==> src/rtl/cla_pkg.sv <==
package cla_pkg;
  parameter int unsigned CLA_WIDTH   = 16;
  parameter int unsigned CLA_SLICE_W = 4;

  localparam int unsigned CLA_SLICES = CLA_WIDTH / CLA_SLICE_W;
endpackage

==> src/rtl/cla_lookahead.sv <==
module cla_lookahead #(
  parameter int unsigned N = 4
) (
  input  logic [N-1:0] gen,
  input  logic [N-1:0] prop,
  input  logic         cin,
  output logic [N:0]   carry,
  output logic         grp_p,
  output logic         grp_g
);
  // Flattened carries: c[i+1] = OR_j ( g[j] & p[j+1..i] ) | ( p[0..i] & cin )
  always_comb begin
    logic acc;
    logic term;
    carry[0] = cin;
    for (int i = 0; i < N; i++) begin
      acc = 1'b0;
      for (int j = 0; j <= i; j++) begin
        term = gen[j];
        for (int k = j + 1; k <= i; k++) term = term & prop[k];
        acc = acc | term;
      end
      term = cin;
      for (int k = 0; k <= i; k++) term = term & prop[k];
      carry[i+1] = acc | term;
    end
  end

  always_comb begin
    logic acc;
    logic term;
    acc = 1'b0;
    for (int j = 0; j < N; j++) begin
      term = gen[j];
      for (int k = j + 1; k < N; k++) term = term & prop[k];
      acc = acc | term;
    end
    grp_g = acc;
    grp_p = &prop;
  end

  always_comb begin
    assert_grp_exclusive_R5: assert (!(grp_p && grp_g))
      else $error("group propagate and generate both high");
    assert_carry_out_R6: assert (carry[N] == (grp_g | (grp_p & cin)))
      else $error("carry out disagrees with group terms");
  end
endmodule

==> src/rtl/cla_slice.sv <==
module cla_slice #(
  parameter int unsigned W = 4
) (
  input  logic [W-1:0] a_in,
  input  logic [W-1:0] b_in,
  input  logic         c_in,
  output logic [W-1:0] s_out,
  output logic         gp_out,
  output logic         gg_out
);
  logic [W-1:0] g_bit;
  logic [W-1:0] p_bit;
  logic [W:0]   c_int;

  genvar gi;
  generate
    for (gi = 0; gi < W; gi++) begin : g_bitpg
      assign g_bit[gi] = a_in[gi] & b_in[gi];
      assign p_bit[gi] = a_in[gi] ^ b_in[gi];
      assign s_out[gi] = p_bit[gi] ^ c_int[gi];
    end
  endgenerate

  cla_lookahead #(.N(W)) u_look (
    .gen   (g_bit),
    .prop  (p_bit),
    .cin   (c_in),
    .carry (c_int),
    .grp_p (gp_out),
    .grp_g (gg_out)
  );

  always_comb begin
    assert_slice_sum_R1: assert ({c_int[W], s_out} ==
        ({1'b0, a_in} + {1'b0, b_in} + {{W{1'b0}}, c_in}))
      else $error("slice sum mismatch");
  end
endmodule

==> src/rtl/cla_carry_unit.sv <==
module cla_carry_unit #(
  parameter int unsigned NS = 4
) (
  input  logic [NS-1:0] grp_p,
  input  logic [NS-1:0] grp_g,
  input  logic          cin,
  output logic [NS:0]   slice_c
);
  logic top_p;
  logic top_g;

  cla_lookahead #(.N(NS)) u_look2 (
    .gen   (grp_g),
    .prop  (grp_p),
    .cin   (cin),
    .carry (slice_c),
    .grp_p (top_p),
    .grp_g (top_g)
  );

  genvar k;
  generate
    for (k = 0; k < NS; k++) begin : g_chk
      always_comb begin
        assert_boundary_carry_R4: assert (slice_c[k+1] ==
            (grp_g[k] | (grp_p[k] & slice_c[k])))
          else $error("boundary carry %0d inconsistent", k + 1);
      end
    end
  endgenerate

  always_comb begin
    assert_top_terms_R6: assert (slice_c[NS] == (top_g | (top_p & cin)))
      else $error("second level carry out inconsistent");
  end
endmodule

==> src/rtl/cla16_adder.sv <==
module cla16_adder #(
  parameter int unsigned WIDTH   = cla_pkg::CLA_WIDTH,
  parameter int unsigned SLICE_W = cla_pkg::CLA_SLICE_W
) (
  input  logic [WIDTH-1:0] x,
  input  logic [WIDTH-1:0] y,
  input  logic             ci,
  output logic [WIDTH-1:0] total,
  output logic             co
);
  localparam int unsigned NSLICE = WIDTH / SLICE_W;

  logic [NSLICE-1:0] gp;
  logic [NSLICE-1:0] gg;
  logic [NSLICE:0]   sc;

  genvar s;
  generate
    for (s = 0; s < NSLICE; s++) begin : g_slice
      cla_slice #(.W(SLICE_W)) u_slice (
        .a_in   (x[s*SLICE_W +: SLICE_W]),
        .b_in   (y[s*SLICE_W +: SLICE_W]),
        .c_in   (sc[s]),
        .s_out  (total[s*SLICE_W +: SLICE_W]),
        .gp_out (gp[s]),
        .gg_out (gg[s])
      );
    end
  endgenerate

  cla_carry_unit #(.NS(NSLICE)) u_carry (
    .grp_p   (gp),
    .grp_g   (gg),
    .cin     (ci),
    .slice_c (sc)
  );

  assign co = sc[NSLICE];

  always_comb begin
    assert_full_sum_R1: assert ({co, total} ==
        ({1'b0, x} + {1'b0, y} + {{WIDTH{1'b0}}, ci}))
      else $error("adder result mismatch");
    assert_full_prop_R2: assert (!(((x ^ y) == {WIDTH{1'b1}}) && (co != ci)))
      else $error("full propagate carry lost");
  end
endmodule

==> config.mk <==
export PLATFORM = sky130hd
export DESIGN_NAME = cla16_adder
export DESIGN_NICKNAME = d
export VERILOG_FILES = /design/src/rtl/cla_pkg.sv /design/src/rtl/cla_lookahead.sv /design/src/rtl/cla_slice.sv /design/src/rtl/cla_carry_unit.sv /design/src/rtl/cla16_adder.sv
export SDC_FILE = /design/constraint.sdc
export NUM_CORES = 1
export LEC_CHECK = 0
export ABC_AREA = 1
export ABC_CLOCK_PERIOD_IN_PS = 3000
export BUFFER_PORTS_ARGS = -buffer_cell sky130_fd_sc_hd__clkbuf_2
export CORE_UTILIZATION = 44
export DETAILED_ROUTE_END_ITERATION = 7
export PLACE_DENSITY_LB_ADDON = 0.05
export SYNTH_ARGS = -nofsm -noshare
export SYNTH_HDL_FRONTEND = slang
export SYNTH_SLANG_ARGS = --single-unit
==> constraint.sdc <==
create_clock -name vclk -period 3
set_clock_uncertainty 0.15 [all_clocks]
set_input_delay 0.6 -clock vclk [all_inputs]
set_output_delay 0.6 -clock vclk [all_outputs]
set_load 0.05 [all_outputs]
==> load_flow_metrics.sql, run 1 <==
INSERT INTO impl_metrics (metric_group, metric, value, unit) VALUES
('floorplanning', 'design.portCount', '50', ''),
('yosys', 'post_synth_num_cell_types', '17', ''),
('status', 'lastStage', '5_1_grt', ''),
('placed_design', 'port-buffer-count', '50', ''),
('yosys', 'synthTopCellsByArea', 'sky130_fd_sc_hd__ha_1 35%, sky130_fd_sc_hd__nand2_1 13%, sky130_fd_sc_hd__fa_1 11%', ''),
('placed_design', 'place.gp.congestion', '0.745', ''),
('status', 'outcome', 'did not finish', ''),
('status', 'toolErrorMsg', '[ERROR DPL-0038] Utilization greater than 100%, impossible to legalize', ''),
('yosys', 'synth.net_count', '153', ''),
('yosys', 'post-synth-top-area-fraction', '0.355', ''),
('floorplanning', 'fp-row-count', '14', ''),
('placed_design', 'dp.final_hpwl', '1.45', 'mm'),
('yosys', 'yosys.area.top_type', 'sky130_fd_sc_hd__ha_1', ''),
('sta', 'worst-endpoint-pin-kind', 'top-level output', ''),
('yosys', 'syn-cell-area', '706', 'um2'),
('yosys', 'yosysWarningCount', '0', ''),
('floorplanning', 'die_outline_height', '42.0', 'um'),
('cts', 'holdBufCountCts', '0', ''),
('yosys', 'postSynthCellCount', '96', ''),
('floorplanning', 'die_x', '42.0', 'um'),
('placed_design', 'placed_cells', '179', ''),
('global_routing', 'grt_max_degree', '5', ''),
('yosys', 'syn_area_per_cell', '7.35', 'um2'),
('sta', 'worstEndpointGrtRepair', 'total[15]', ''),
('yosys', 'synth-seq-area-share', '0', ''),
('floorplanning', 'initial_core_util', '0.468', '');
## logic make-up after synthesis
kind of cell | synth area share
adders and majority gates | 0.468
xor gates and xnor gates | 0.149
and+or+nand+nor | 0.238
AOI/OAI and AO/OA | 0.0922
buffers and inverters | 0.0532
## Yosys cell counts
cell and n:
sky130_fd_sc_hd__a21o_1 1, sky130_fd_sc_hd__a21oi_1 9, sky130_fd_sc_hd__fa_1 4, sky130_fd_sc_hd__ha_1 20, sky130_fd_sc_hd__inv_1 10, sky130_fd_sc_hd__nand2_1 24
sky130_fd_sc_hd__nand2_2 2, sky130_fd_sc_hd__nand3_1 5, sky130_fd_sc_hd__nor2_1 3, sky130_fd_sc_hd__nor2_2 1, sky130_fd_sc_hd__nor2_4 1, sky130_fd_sc_hd__nor3_1 1
sky130_fd_sc_hd__o21ai_0 1, sky130_fd_sc_hd__o21bai_1 1, sky130_fd_sc_hd__or2_2 1, sky130_fd_sc_hd__xnor2_1 4, sky130_fd_sc_hd__xor2_1 8
## repair_timing
item | 4_1_cts
pin swaps | 12
setup buffers | 2
gates resized for setup | 41
setup endpoints to repair | 12
## stage by stage
| step | hold slack (ps) | TNS (ps) | worst slack, ps | cell area (um2) | utilization |
|---|---|---|---|---|---|
| after CTS | 1580 | -49.3 | -27.8 | 1450 | 0.959 |
| after detailed placement | 1580 | -1880 | -332 | 1180 | 0.785 |
| after global placement | 1580 | -1460 | -265 | 1180 | 0.785 |
| after floorplan | 1430 | -536 | -225 | 785 | - |
==> run 2: changes to the inputs <==
--- a/config.mk
+++ b/config.mk
@@ -8,9 +8,10 @@
 export ABC_AREA = 1
 export ABC_CLOCK_PERIOD_IN_PS = 3000
 export BUFFER_PORTS_ARGS = -buffer_cell sky130_fd_sc_hd__clkbuf_2
-export CORE_UTILIZATION = 44
+export CORE_AREA = 2 2 63 65
 export DETAILED_ROUTE_END_ITERATION = 7
-export PLACE_DENSITY_LB_ADDON = 0.05
+export DIE_AREA = 0 0 65 67
+export PLACE_DENSITY_LB_ADDON = 0.15
 export SYNTH_ARGS = -nofsm -noshare
 export SYNTH_HDL_FRONTEND = slang
 export SYNTH_SLANG_ARGS = --single-unit
==> run 2 against run 1 <==
Against the previous run:
- the flow now finishes, with violations (setup timing)
- synthesized area is the same
- synthesized cell count is the same
==> load_flow_metrics.sql, run 2 <==
INSERT INTO impl_metrics (metric_group, metric, value, unit) VALUES
('sta', 'final_min_period_over_clock_period', '1.00', ''),
('yosys', 'yosysWarningCount', '0', ''),
('worst_hold_path', 'worst_hold_path_type', 'input pin to output pin', ''),
('final_layout', 'final_common_cell', 'sky130_fd_sc_hd__clkbuf_2', ''),
('route', 'postRouteWirelength', '2.16', 'mm'),
('critical_path', 'crit_path_max_fanout', '4', ''),
('final_layout', 'antenna-diode-count', '0', ''),
('yosys', 'postSynthCellCount', '96', ''),
('status', 'outcome', 'finished with violations', ''),
('yosys', 'syn_area_per_cell', '7.35', 'um2'),
('sta', 'finalSetupViolCount', '1', ''),
('power', 'power.leakage', '0.795', 'nW'),
('final_layout', 'layout.nets', '225', ''),
('final_layout', 'most-common-layout-cells', '35 x sky130_fd_sc_hd__clkbuf_2, 20 x sky130_fd_sc_hd__buf_4, 17 x sky130_fd_sc_hd__nand2_1', ''),
('route', 'postRouteAntennaNets', '0', ''),
('route', 'drt_pre_antenna_iters', '3', ''),
('yosys', 'synthTopCellsByArea', 'sky130_fd_sc_hd__ha_1 35%, sky130_fd_sc_hd__nand2_1 13%, sky130_fd_sc_hd__fa_1 11%', ''),
('global_routing', 'first_global_vias', '861', ''),
('final_layout', 'sequential_cell_total', '0', ''),
('status', 'violations', 'setup timing', ''),
('yosys', 'leading_cell_type_by_number_of_instances_after_synthesis', 'sky130_fd_sc_hd__nand2_1', ''),
('power', 'largest_vdd_supply_drop', '0.159', 'mV'),
('final_layout', 'clkbuf_count', '0', ''),
('floorplanning', 'initial_core_util', '0.196', ''),
('critical_path', 'critPathRequiredTime', '2250', 'ps'),
('final_layout', 'final-instance-count-excl-fill', '214', ''),
('global_routing', 'grt_max_degree', '5', ''),
('sta', 'relative_slew_slack', '0.816', ''),
('yosys', 'synth.cells.most_frequent', '24 x sky130_fd_sc_hd__nand2_1, 20 x sky130_fd_sc_hd__ha_1, 10 x sky130_fd_sc_hd__inv_1', ''),
('global_routing', 'grtUsageTotal', '0.0979', ''),
('critical_path', 'cp_cell_sequence', 'clkbuf_2 -> ha_4 -> nand2_2 -> a21oi_1 -> nor2_2 -> nand2_1 -> nand2_1 -> nand2_2 -> ha_4 -> nand2_2 -> nand2_2 -> a21oi_4 -> xor2_2 -> buf_12', ''),
('sta', 'hold_viol', '0', ''),
('critical_path', 'critical_path.startpoint_type', 'input pin', ''),
('placed_design', 'port-buffer-count', '50', ''),
('cts', 'holdBufCountCts', '0', ''),
('route', 'remaining_drc_errors', '0', ''),
('final_layout', 'fin_area', '0.00167', 'mm2'),
('yosys', 'yosys.area.top_type', 'sky130_fd_sc_hd__ha_1', ''),
('placed_design', 'dp.final_hpwl', '1.68', 'mm'),
('critical_path', 'end_kind', 'output pin', ''),
('final_layout', 'utilization', '0.463', ''),
('critical_path', 'critPathMostFrequentCell', 'sky130_fd_sc_hd__nand2_2', ''),
('yosys', 'synth-seq-area-share', '0', ''),
('power', 'total_power', '0.608', 'mW'),
('final_layout', 'sequential_cell_area', '0', 'um2'),
('global_routing', 'antenna_found_initial', '0', ''),
('floorplanning', 'die_x', '65', 'um'),
('sta', 'finalWorstPathRequiredPeriod', '3010', 'ps'),
('sta', 'worst_hold_slack', '1520', 'ps'),
('floorplanning', 'design.core.area', '0.00361', 'mm2'),
('sta', 'achievable-frequency', '333', 'MHz'),
('sta', 'drv_slew', '0', ''),
('critical_path', 'criticalPathCategory', 'input pin to output pin', ''),
('global_routing', 'grt.overflow.total', '0', ''),
('floorplanning', 'die_outline_height', '67', 'um'),
('critical_path', 'crit_arrival', '2260', 'ps'),
('route', 'vias', '859', ''),
('power', 'total_power_density_per_cell_area', '364', 'mW/mm2'),
('flow_run', 'maxCapViolations', '0', ''),
('yosys', 'post-synth-top-area-fraction', '0.355', ''),
('placed_design', 'placed_area', '0.00131', 'mm2'),
('final_layout', 'synthToLayoutAreaGrowth', '137', '%'),
('placed_design', 'placement.setup.worst_slack', '-327', 'ps'),
('route', 'post_drt_wl_per_cell', '10.1', 'um'),
('route', 'vias_per_cell', '4.01', ''),
('route', 'detail_route.iter0.violations', '2', ''),
('worst_hold_path', 'holdPathStages', '5', ''),
('floorplanning', 'design.die.area', '0.00436', 'mm2'),
('sta', 'fin_ws', '-7.26', 'ps'),
('floorplanning', 'fp-row-count', '22', ''),
('final_layout', 'fillerInstances', '366', ''),
('yosys', 'synth.net_count', '153', ''),
('floorplanning', 'design.portCount', '50', ''),
('critical_path', 'worst_path_max_delay_cell', 'sky130_fd_sc_hd__ha_4', ''),
('yosys', 'post_synth_num_cell_types', '17', ''),
('sta', 'setup_tns', '-7.26', 'ps'),
('critical_path', 'timing.critical_path.slowest_cell_delay', '260', 'ps'),
('final_layout', 'layout-drive-gt1-share', '0.699', ''),
('sta', 'grt_setup_unrepaired', 'yes', ''),
('placed_design', 'place.gp.congestion', '0.745', ''),
('placed_design', 'placed_cells', '209', ''),
('yosys', 'syn-cell-area', '706', 'um2'),
('sta', 'worst_max_slew_pin_slew', '276', 'ps'),
('global_routing', 'grt_first_pass_wirelength', '3.55', 'mm');
==> run 2: cell counts after synthesis <==
Identical to the previous run, type by type.
==> run 2: per-layer routing <==
metal | vias to the layer above | global-route usage | routed length [um]
met2 | 20 | 0.200 | 1250
met1 | 391 | 0.118 | 829
met4 | 0 | 0 | 0
met3 | 0 | 0.00507 | 82
met5 | - | 0 | 0
li1 | 448 | - | -
==> run 2: final cells by class <==
type | instances | area, um2 | area share
multi-input combinational | 86 | 1010 | 0.604
inverter | 10 | 37.5 | 0.0225
tap | 48 | 60.1 | 0.0360
timing repair buffer | 70 | 563 | 0.337
==> run 2: where the power goes <==
group / switching (mW) / internal (mW)
Sequential: 0 / 0
Clock: 0 / 0
Combinational: 0.334 / 0.274
Total: 0.334 / 0.274
==> run 2: repair_timing <==
action,in CTS,in global routing
setup buffers,4,1
endpoints found under the setup margin,11,12
resized for setup,35,27
pin swaps,11,12
==> run 2: path summary, 6_finish.rpt <==
| path | from | end |
|---|---|---|
| setup / recovery | y[5] | total[15] |
| hold / removal | x[15] | co |
==> run 2: critical path: cells and delay by family <==
family / cells / cell delay [ps]
and+or+nand+nor: 7 / 540
adders and majority gates: 2 / 430
buffers and inverters: 2 / 260
AOI/OAI and AO/OA: 2 / 220
xor gates and xnor gates: 1 / 190
==> run 2: cell families (layout without fill, tap and decap cells) <==
| logic type | count (synthesis) | in the layout | synth area share |
|---|---|---|---|
| xor+xnor | 12 | 12 | 0.149 |
| buf+inv | 10 | 80 | 0.0532 |
| compound gates | 12 | 12 | 0.0922 |
| simple gates | 38 | 38 | 0.238 |
| fa+ha+maj | 24 | 24 | 0.468 |
(Power assumes the default switching activity.)
